`config.mk`:
```
export PLATFORM = sky130hd
export DESIGN_NAME = burst_addr_gen
export DESIGN_NICKNAME = d
export VERILOG_FILES = /design/src/rtl/burst_pkg.sv /design/src/rtl/burst_cmd_dec.sv /design/src/rtl/burst_state.sv /design/src/rtl/burst_order.sv /design/src/rtl/burst_addr_gen.sv
export SDC_FILE = /design/constraint.sdc
export NUM_CORES = 1
export LEC_CHECK = 0
export BUFFER_PORTS_ARGS = -buffer_cell sky130_fd_sc_hd__buf_4
export CORE_ASPECT_RATIO = 1.25
export CORE_MARGIN = 3
export CORE_UTILIZATION = 41
export DETAILED_ROUTE_END_ITERATION = 7
export GPL_TIMING_DRIVEN = 0
export HOLD_SLACK_MARGIN = 0.03
export PLACE_DENSITY = 0.77
export SLEW_MARGIN = 5
export SYNTH_ARGS = -nofsm -noshare
export SYNTH_HDL_FRONTEND = slang
export SYNTH_HIERARCHICAL = 1
export SYNTH_SLANG_ARGS = --single-unit
```
`constraint.sdc`:
```
create_clock -name clk -period 1.7 [get_ports clk]
set_input_delay 0.255 -clock clk [delete_from_list [all_inputs] [get_ports clk]]
set_output_delay 0.255 -clock clk [all_outputs]
set_load 0.01 [all_outputs]
```
`src/rtl/burst_pkg.sv`:
```
package burst_pkg;
    typedef enum logic [2:0] {
        CMD_HOLD  = 3'd0,
        CMD_LOAD  = 3'd1,
        CMD_DESEL = 3'd2,
        CMD_STEP  = 3'd3,
        CMD_IDLE  = 3'd4
    } burst_cmd_e;
endpackage

```
`src/rtl/burst_cmd_dec.sv`:
```
module burst_cmd_dec
    import burst_pkg::*;
(
    input  logic       ce_n,
    input  logic       load,
    input  logic       desel,
    input  logic       adv,
    input  logic       active,
    output burst_cmd_e cmd
);
    always_comb begin
        if (ce_n)                cmd = CMD_HOLD;
        else if (load)           cmd = CMD_LOAD;
        else if (desel)          cmd = CMD_DESEL;
        else if (adv && active)  cmd = CMD_STEP;
        else                     cmd = CMD_IDLE;
    end
endmodule

```
`src/rtl/burst_state.sv`:
```
module burst_state
    import burst_pkg::*;
#(
    parameter int ADDR_W  = 18,
    parameter int BURST_W = 2
) (
    input  logic               clk,
    input  logic               rst_n,
    input  burst_cmd_e         cmd,
    input  logic [ADDR_W-1:0]  ext_addr,
    output logic [ADDR_W-1:0]  base_o,
    output logic [BURST_W-1:0] beat_o,
    output logic               active_o
);
    typedef struct packed {
        logic [ADDR_W-1:0]  base;
        logic [BURST_W-1:0] beat;
        logic               active;
    } st_t;

    st_t st_d, st_q;

    always_comb begin
        st_d = st_q;
        unique case (cmd)
            CMD_LOAD: begin
                st_d.base   = ext_addr;
                st_d.beat   = '0;
                st_d.active = 1'b1;
            end
            CMD_DESEL: st_d.active = 1'b0;
            CMD_STEP:  st_d.beat   = st_q.beat + 1'b1;
            default:   st_d = st_q;
        endcase
    end

    always_ff @(posedge clk or negedge rst_n) begin
        if (!rst_n) st_q <= '0;
        else        st_q <= st_d;
    end

    assign base_o   = st_q.base;
    assign beat_o   = st_q.beat;
    assign active_o = st_q.active;


    stall_hold_chk: assert property (@(posedge clk) disable iff (!rst_n)
        (cmd == CMD_HOLD) |=> ($stable(st_q.base) && $stable(st_q.beat) && $stable(st_q.active)));


    load_preset_chk: assert property (@(posedge clk) disable iff (!rst_n)
        (cmd == CMD_LOAD) |=> (st_q.base == $past(ext_addr) && st_q.beat == '0 && st_q.active));


    idle_freeze_chk: assert property (@(posedge clk) disable iff (!rst_n)
        (!st_q.active && cmd != CMD_LOAD) |=> ($stable(st_q.beat) && !st_q.active));
endmodule

```
`src/rtl/burst_order.sv`:
```
module burst_order #(
    parameter int BURST_W = 2
) (
    input  logic [BURST_W-1:0] base_lo,
    input  logic [BURST_W-1:0] beat,
    input  logic               interleave,
    output logic [BURST_W-1:0] lo_o
);
    logic [BURST_W-1:0] lin_lo;
    logic [BURST_W-1:0] xor_lo;

    assign lin_lo = base_lo + beat;

    for (genvar b = 0; b < BURST_W; b++) begin : g_xor
        assign xor_lo[b] = base_lo[b] ^ beat[b];
    end

    assign lo_o = interleave ? xor_lo : lin_lo;
endmodule

```
`src/rtl/burst_addr_gen.sv`:
```
module burst_addr_gen
    import burst_pkg::*;
#(
    parameter int ADDR_W  = 18,
    parameter int BURST_W = 2
) (
    input  logic              clk,
    input  logic              rst_n,
    input  logic              ce_n,
    input  logic              load,
    input  logic              desel,
    input  logic              adv,
    input  logic              lin_n,
    input  logic [ADDR_W-1:0] ext_addr,
    output logic [ADDR_W-1:0] addr_o
);
    localparam int HI_W = ADDR_W - BURST_W;

    burst_cmd_e         cmd;
    logic [ADDR_W-1:0]  base;
    logic [BURST_W-1:0] beat;
    logic               active;
    logic [BURST_W-1:0] lo;

    burst_cmd_dec u_dec (
        .ce_n   (ce_n),
        .load   (load),
        .desel  (desel),
        .adv    (adv),
        .active (active),
        .cmd    (cmd)
    );

    burst_state #(.ADDR_W(ADDR_W), .BURST_W(BURST_W)) u_state (
        .clk      (clk),
        .rst_n    (rst_n),
        .cmd      (cmd),
        .ext_addr (ext_addr),
        .base_o   (base),
        .beat_o   (beat),
        .active_o (active)
    );

    burst_order #(.BURST_W(BURST_W)) u_order (
        .base_lo    (base[BURST_W-1:0]),
        .beat       (beat),
        .interleave (lin_n),
        .lo_o       (lo)
    );

    assign addr_o = {base[ADDR_W-1:BURST_W], lo};


    linear_step_chk: assert property (@(posedge clk) disable iff (!rst_n)
        (!ce_n && !load && !desel && adv && active && !lin_n) |=>
        (lin_n || addr_o[BURST_W-1:0] == BURST_W'($past(addr_o[BURST_W-1:0]) + 1'b1)));


    upper_keep_chk: assert property (@(posedge clk) disable iff (!rst_n)
        (!load) |=> (addr_o[ADDR_W-1:BURST_W] == $past(addr_o[ADDR_W-1:BURST_W])));

    initial begin

        hi_width_chk: assert (HI_W > 0);
    end
endmodule

```
======== Yosys cells after proc, flatten, opt, wreduce, memory -nomap -nowiden ========
Cells that the tools add are included.
word-level totals
  flip-flop bits (word level) ............. 21
  latch bits .............................. 0
  bits in writable memories ............... 0
  bits in read-only memories .............. 0
  bits of input ports ..................... 25
  output and inout port bits .............. 18
  word-level logic and storage cells ...... 20
  memories kept ........................... 0
operators by class
  $add $sub $neg .......................... 2
  $mul .................................... 0
  div/mod/pow operators ................... 0
  magnitude comparators ................... 0
  eq/ne operators ......................... 3
  shifts and indexed selects .............. 0
  muxes and demuxes ....................... 7
  bitwise gates (word level) .............. 2
  reductions and logical operators ........ 3
operators with widths
  kind                                                  count
  two-way mux 3 bit                                     4
  equality test 3 x 2 -> 1 bit (second input constant)  2
  case mux 2 bit (2 select lines)                       1
  nonzero test 2 bit                                    2
  equality test 3 x 1 -> 1 bit (second input constant)  1
  adder 2 x 1 -> 2 bit (second input constant)          1
  adder 2 bit                                           1
  two-way mux 2 bit                                     1
  case mux 1 bit (2 select lines)                       1
  bitwise XOR 1 bit                                     2
  logical AND 1 bit                                     1

======== Depth between registers and ports, before layout ========
  word-level depth ........................ 7
  depth in mapped cells ................... 6
  gate-level depth less buffers ........... 5

======== By module ========
The synthesis kept the hierarchy.
by module, submodules not included
  module         instances  cells each  area each (µm²)  seq. area each (µm²)
  burst_state    1          50          869.6            525.5
  burst_cmd_dec  1          6           42.5             0.0
  burst_order    1          4           36.3             0.0

======== Worst setup path after synthesis ========
Ideal clock, no wire load.
  path kind ............................... register to register
  start point ............................. register u_state.st_q (netlist bit u_state/active_o)
  end point ............................... register u_state.st_q (netlist bit u_state/base_o[0])
  arrival ................................. 1.540 ns
  slack ................................... 0.034 ns
  stages on the path, launching flop included .. 6
  clock period less this slack ............ 1.666 ns
  cell sequence ........................... dfrtp_1 > a21oi_2 > nor3_1 > nor2_8 > buf_12 > mux2_4
between the ends
  word-level cells in the longest chain between the ends .. 6
RTL lines
  what                          RTL line              text
  start, declared               burst_state.sv:21     st_t st_d, st_q;
  start signal, assigned        burst_state.sv:39     else st_q <= st_d;
  logical AND 1 bit             burst_cmd_dec.sv:15   else if (adv && active) cmd = CMD_STEP;
  two-way mux 3 bit             burst_cmd_dec.sv:15
  two-way mux 3 bit             burst_cmd_dec.sv:14   else if (desel) cmd = CMD_DESEL;
  two-way mux 3 bit             burst_cmd_dec.sv:13   else if (load) cmd = CMD_LOAD;
  two-way mux 3 bit             burst_cmd_dec.sv:12   if (ce_n) cmd = CMD_HOLD;
  net cmd[1]                    burst_addr_gen.sv:19  burst_cmd_e cmd;
  equality test 3 x 1 -> 1 bit  burst_state.sv:25     unique case (cmd)
The timed path passes the listed nets, and every way through them passes these cells.
A chain may end at the register's enable or synchronous reset.

======== Worst setup path in the final report ========
  start point ............................. register u_state.st_q (netlist bit u_state/active_o)
  end point ............................... register u_state.st_q (netlist bit u_state/base_o[16])
Same word-level chain as after synthesis.

==> results.cfg <==
[power_and_ir_drop]
power_frac_seq = 0.478
intPower_mw = 1.00
ir_drop_mv = 0.619
power_mw = 1.38
p_sw_frac = 0.277
clockPowerShare = 0.166
net-switching-power_uw = 383
p_leak_nw = 0.660
comb_power_share = 0.356
p_per_area_nw_per_um2 = 1010

[placement]
place_congestion = 0.652
port_buffers = 42
dpl.hpwl_um = 1430
dp_slack_ps = -172

[hold_path]
hold_start = ext_addr[15]
worstHoldPathType = input port to flip-flop

[yosys]
synth.avg_cell_area_um2 = 15.8
yosysSeqAreaShare = 0.554
ys_seq_elements = 21
synth_top_area_share = 0.554
yosysTopAreaCell = dfrtp_1
yosys_warnings = 6
synth_area_leaders = dfrtp_1 55%, mux2_4 16%, mux2_2 11%
netlist_area_um2 = 948
synth_cell_type_count = 18
synthCells = 60
syn_nets = 86

[layout]
final_util = 0.657
layout_commonest_cell = buf_4
drive_gt1_frac = 0.682
final_cell_mix = 45 x buf_4, 21 x dfrtp_1, 10 x mux2_4
diodes = 0
layout.nets = 137
syn_to_final_growth_pct = 45.1

[setup_path]
crit_path_end_kind = flip-flop
startpoint = u_state/active_o$_DFFE_PN0P_
reg2reg_from = u_state/active_o$_DFFE_PN0P_
cp.arrival_ps = 1860
reg2reg_slack_ps = 40
critPathKind = flip-flop to flip-flop
cp-start-kind = flip-flop
path_max_fanout = 10
cp.required_ps = 1890

[clock_tree]
numCtsBuffers = 3
clock_latency_ps = 300
cts_root_buf = clkbuf_4
cts_tree = yes
cts_num_sinks = 21
h-tree-depth = 1
clk_pin_slew_ps = 120
clockBufferDepth = 2

[global_routing]
grt_pass1_wl_um = 3100
grt_antenna_before_repair = 0
grt_use_total = 0.138
grt_overflow_total = 0
grt_pass1_vias = 727
grt_start_max_net_pins = 22

[sta]
fmax_mhz = 601
hold_ws_ps = 177
finalHoldViolations = 0
tightest_slew_ps = 525
setup_ws_ps = 36.8
finClkSkew_ps = 7.71
setup_viol = 0
fin_crit_ps = 1660
period_share = 0.978
rsz0062_at_grt = true
drv_slew = 0
slew-limit-headroom = 0.648
setup_tns_ps = 0

[status]
status = completed

[drt]
routedWlPerCell_um = 13.8
num_vias = 664
routed_wl_um = 1930
viasPerCell = 4.74
drtPass1Iterations = 3
drtIter0Drc = 15
drc = 0
postRouteAntennaNets = 0

[die]
die-width_um = 49.0
core.rowCount = 18
start_util = 0.453
die_area_um2 = 2930
num_io_pins = 43
coreArea_um2 = 2090
die_h_um = 59.8

[flow_run]
drv_cap = 0
[power by group through the flow]
stage	sequential, mW	combinational [mW]	clock [mW]
2_1_floorplan	0.707	0.204	0
4_1_cts	0.665	0.486	0.243
5_1_grt	0.677	0.530	0.267
3_3_place_gp	0.668	0.472	0
3_5_place_dp	0.675	0.481	0
6_report	0.662	0.492	0.230
[kinds of logic after synthesis]
kind of cell | synth area share
AO/OA/AOI/OAI | 0.0383
XOR/XNOR | 0.0185
adder cells (fa/ha/maj) | 0.0132
buffers and inverters | 0.0251
flip-flops | 0.554
multiplexers | 0.265
AND/OR/NAND/NOR | 0.0857
[cells in the mapped netlist (all sizes together)]
| library cell | count |
|---|---|
| nor3b | 1 |
| buf | 1 |
| mux2 | 19 |
| ha | 1 |
| dfrtp | 21 |
| nand3b | 1 |
| o31ai | 1 |
| inv | 1 |
| nor2b | 3 |
| nor3 | 1 |
| xnor2 | 2 |
| nand2b | 1 |
| nand2 | 1 |
| a21oi | 2 |
| o21ai | 3 |
| nor2 | 1 |
[flip-flops by register name (all words and copies together) (netlist names)]
signal / flops
u_state/base_o: 18
u_state/beat_o: 2
u_state/active_o: 1
[stage by stage]
stage | std cells | instance area (um^2)
final | 140 | 1380
after global routing | 140 | 1380
after CTS | 137 | 1340
after detailed placement | 132 | 1300
after global placement | 132 | 1300
after floorplan | 60 | 948
[area by class of cell]
| cell class | instances | area (um^2) |
|---|---|---|
| inverters | 1 | 3.75 |
| plain buffers | 1 | 20.0 |
| flip-flops and latches | 21 | 526 |
| repair buffers | 46 | 348 |
| clock buffers | 3 | 22.5 |
| fillers | 183 | 718 |
| multi-input cells | 37 | 414 |
| clock inverters | 1 | 5.00 |
| well taps | 30 | 37.5 |
[critical path: stages, from the launching register on]
cell and delay, ps:
dfrtp_1 420, a21oi_2 190, nor3b_4 210, nand2b_4 200
nor2_8 70, buf_12 180, mux2_4 290
[repair_timing]
item	4_1_cts	5_1_grt
setup endpoints to repair	18	10
hold buffers	1	0
gates resized for setup	1	2
buffers inserted	0	3
endpoints found under the hold margin	21	0
[path summary, 6_finish.rpt]
check / to / cells past startpoint
max: u_state/base_o[16]$_DFFE_PN0N_ / 6
min: u_state/base_o[15]$_DFFE_PN0N_ / 2
max reg2reg: u_state/base_o[16]$_DFFE_PN0N_ / 6
min reg2reg: u_state/beat_o[1]$_DFFE_PN0P_ / 1
max in group asynchronous: u_state/base_o[8]$_DFFE_PN0N_ / 2
min in group asynchronous: u_state/base_o[5]$_DFFE_PN0N_ / 2
[layer usage]
| metal | global-route usage | share of wire |
|---|---|---|
| met3 | 0.0374 | 0.055 |
| met5 | 0 | 0 |
| met1 | 0.145 | 0.38 |
| met4 | 0.0610 | 0.0062 |
| met2 | 0.258 | 0.56 |
Note: power is estimated with default switching activity, not from simulation.
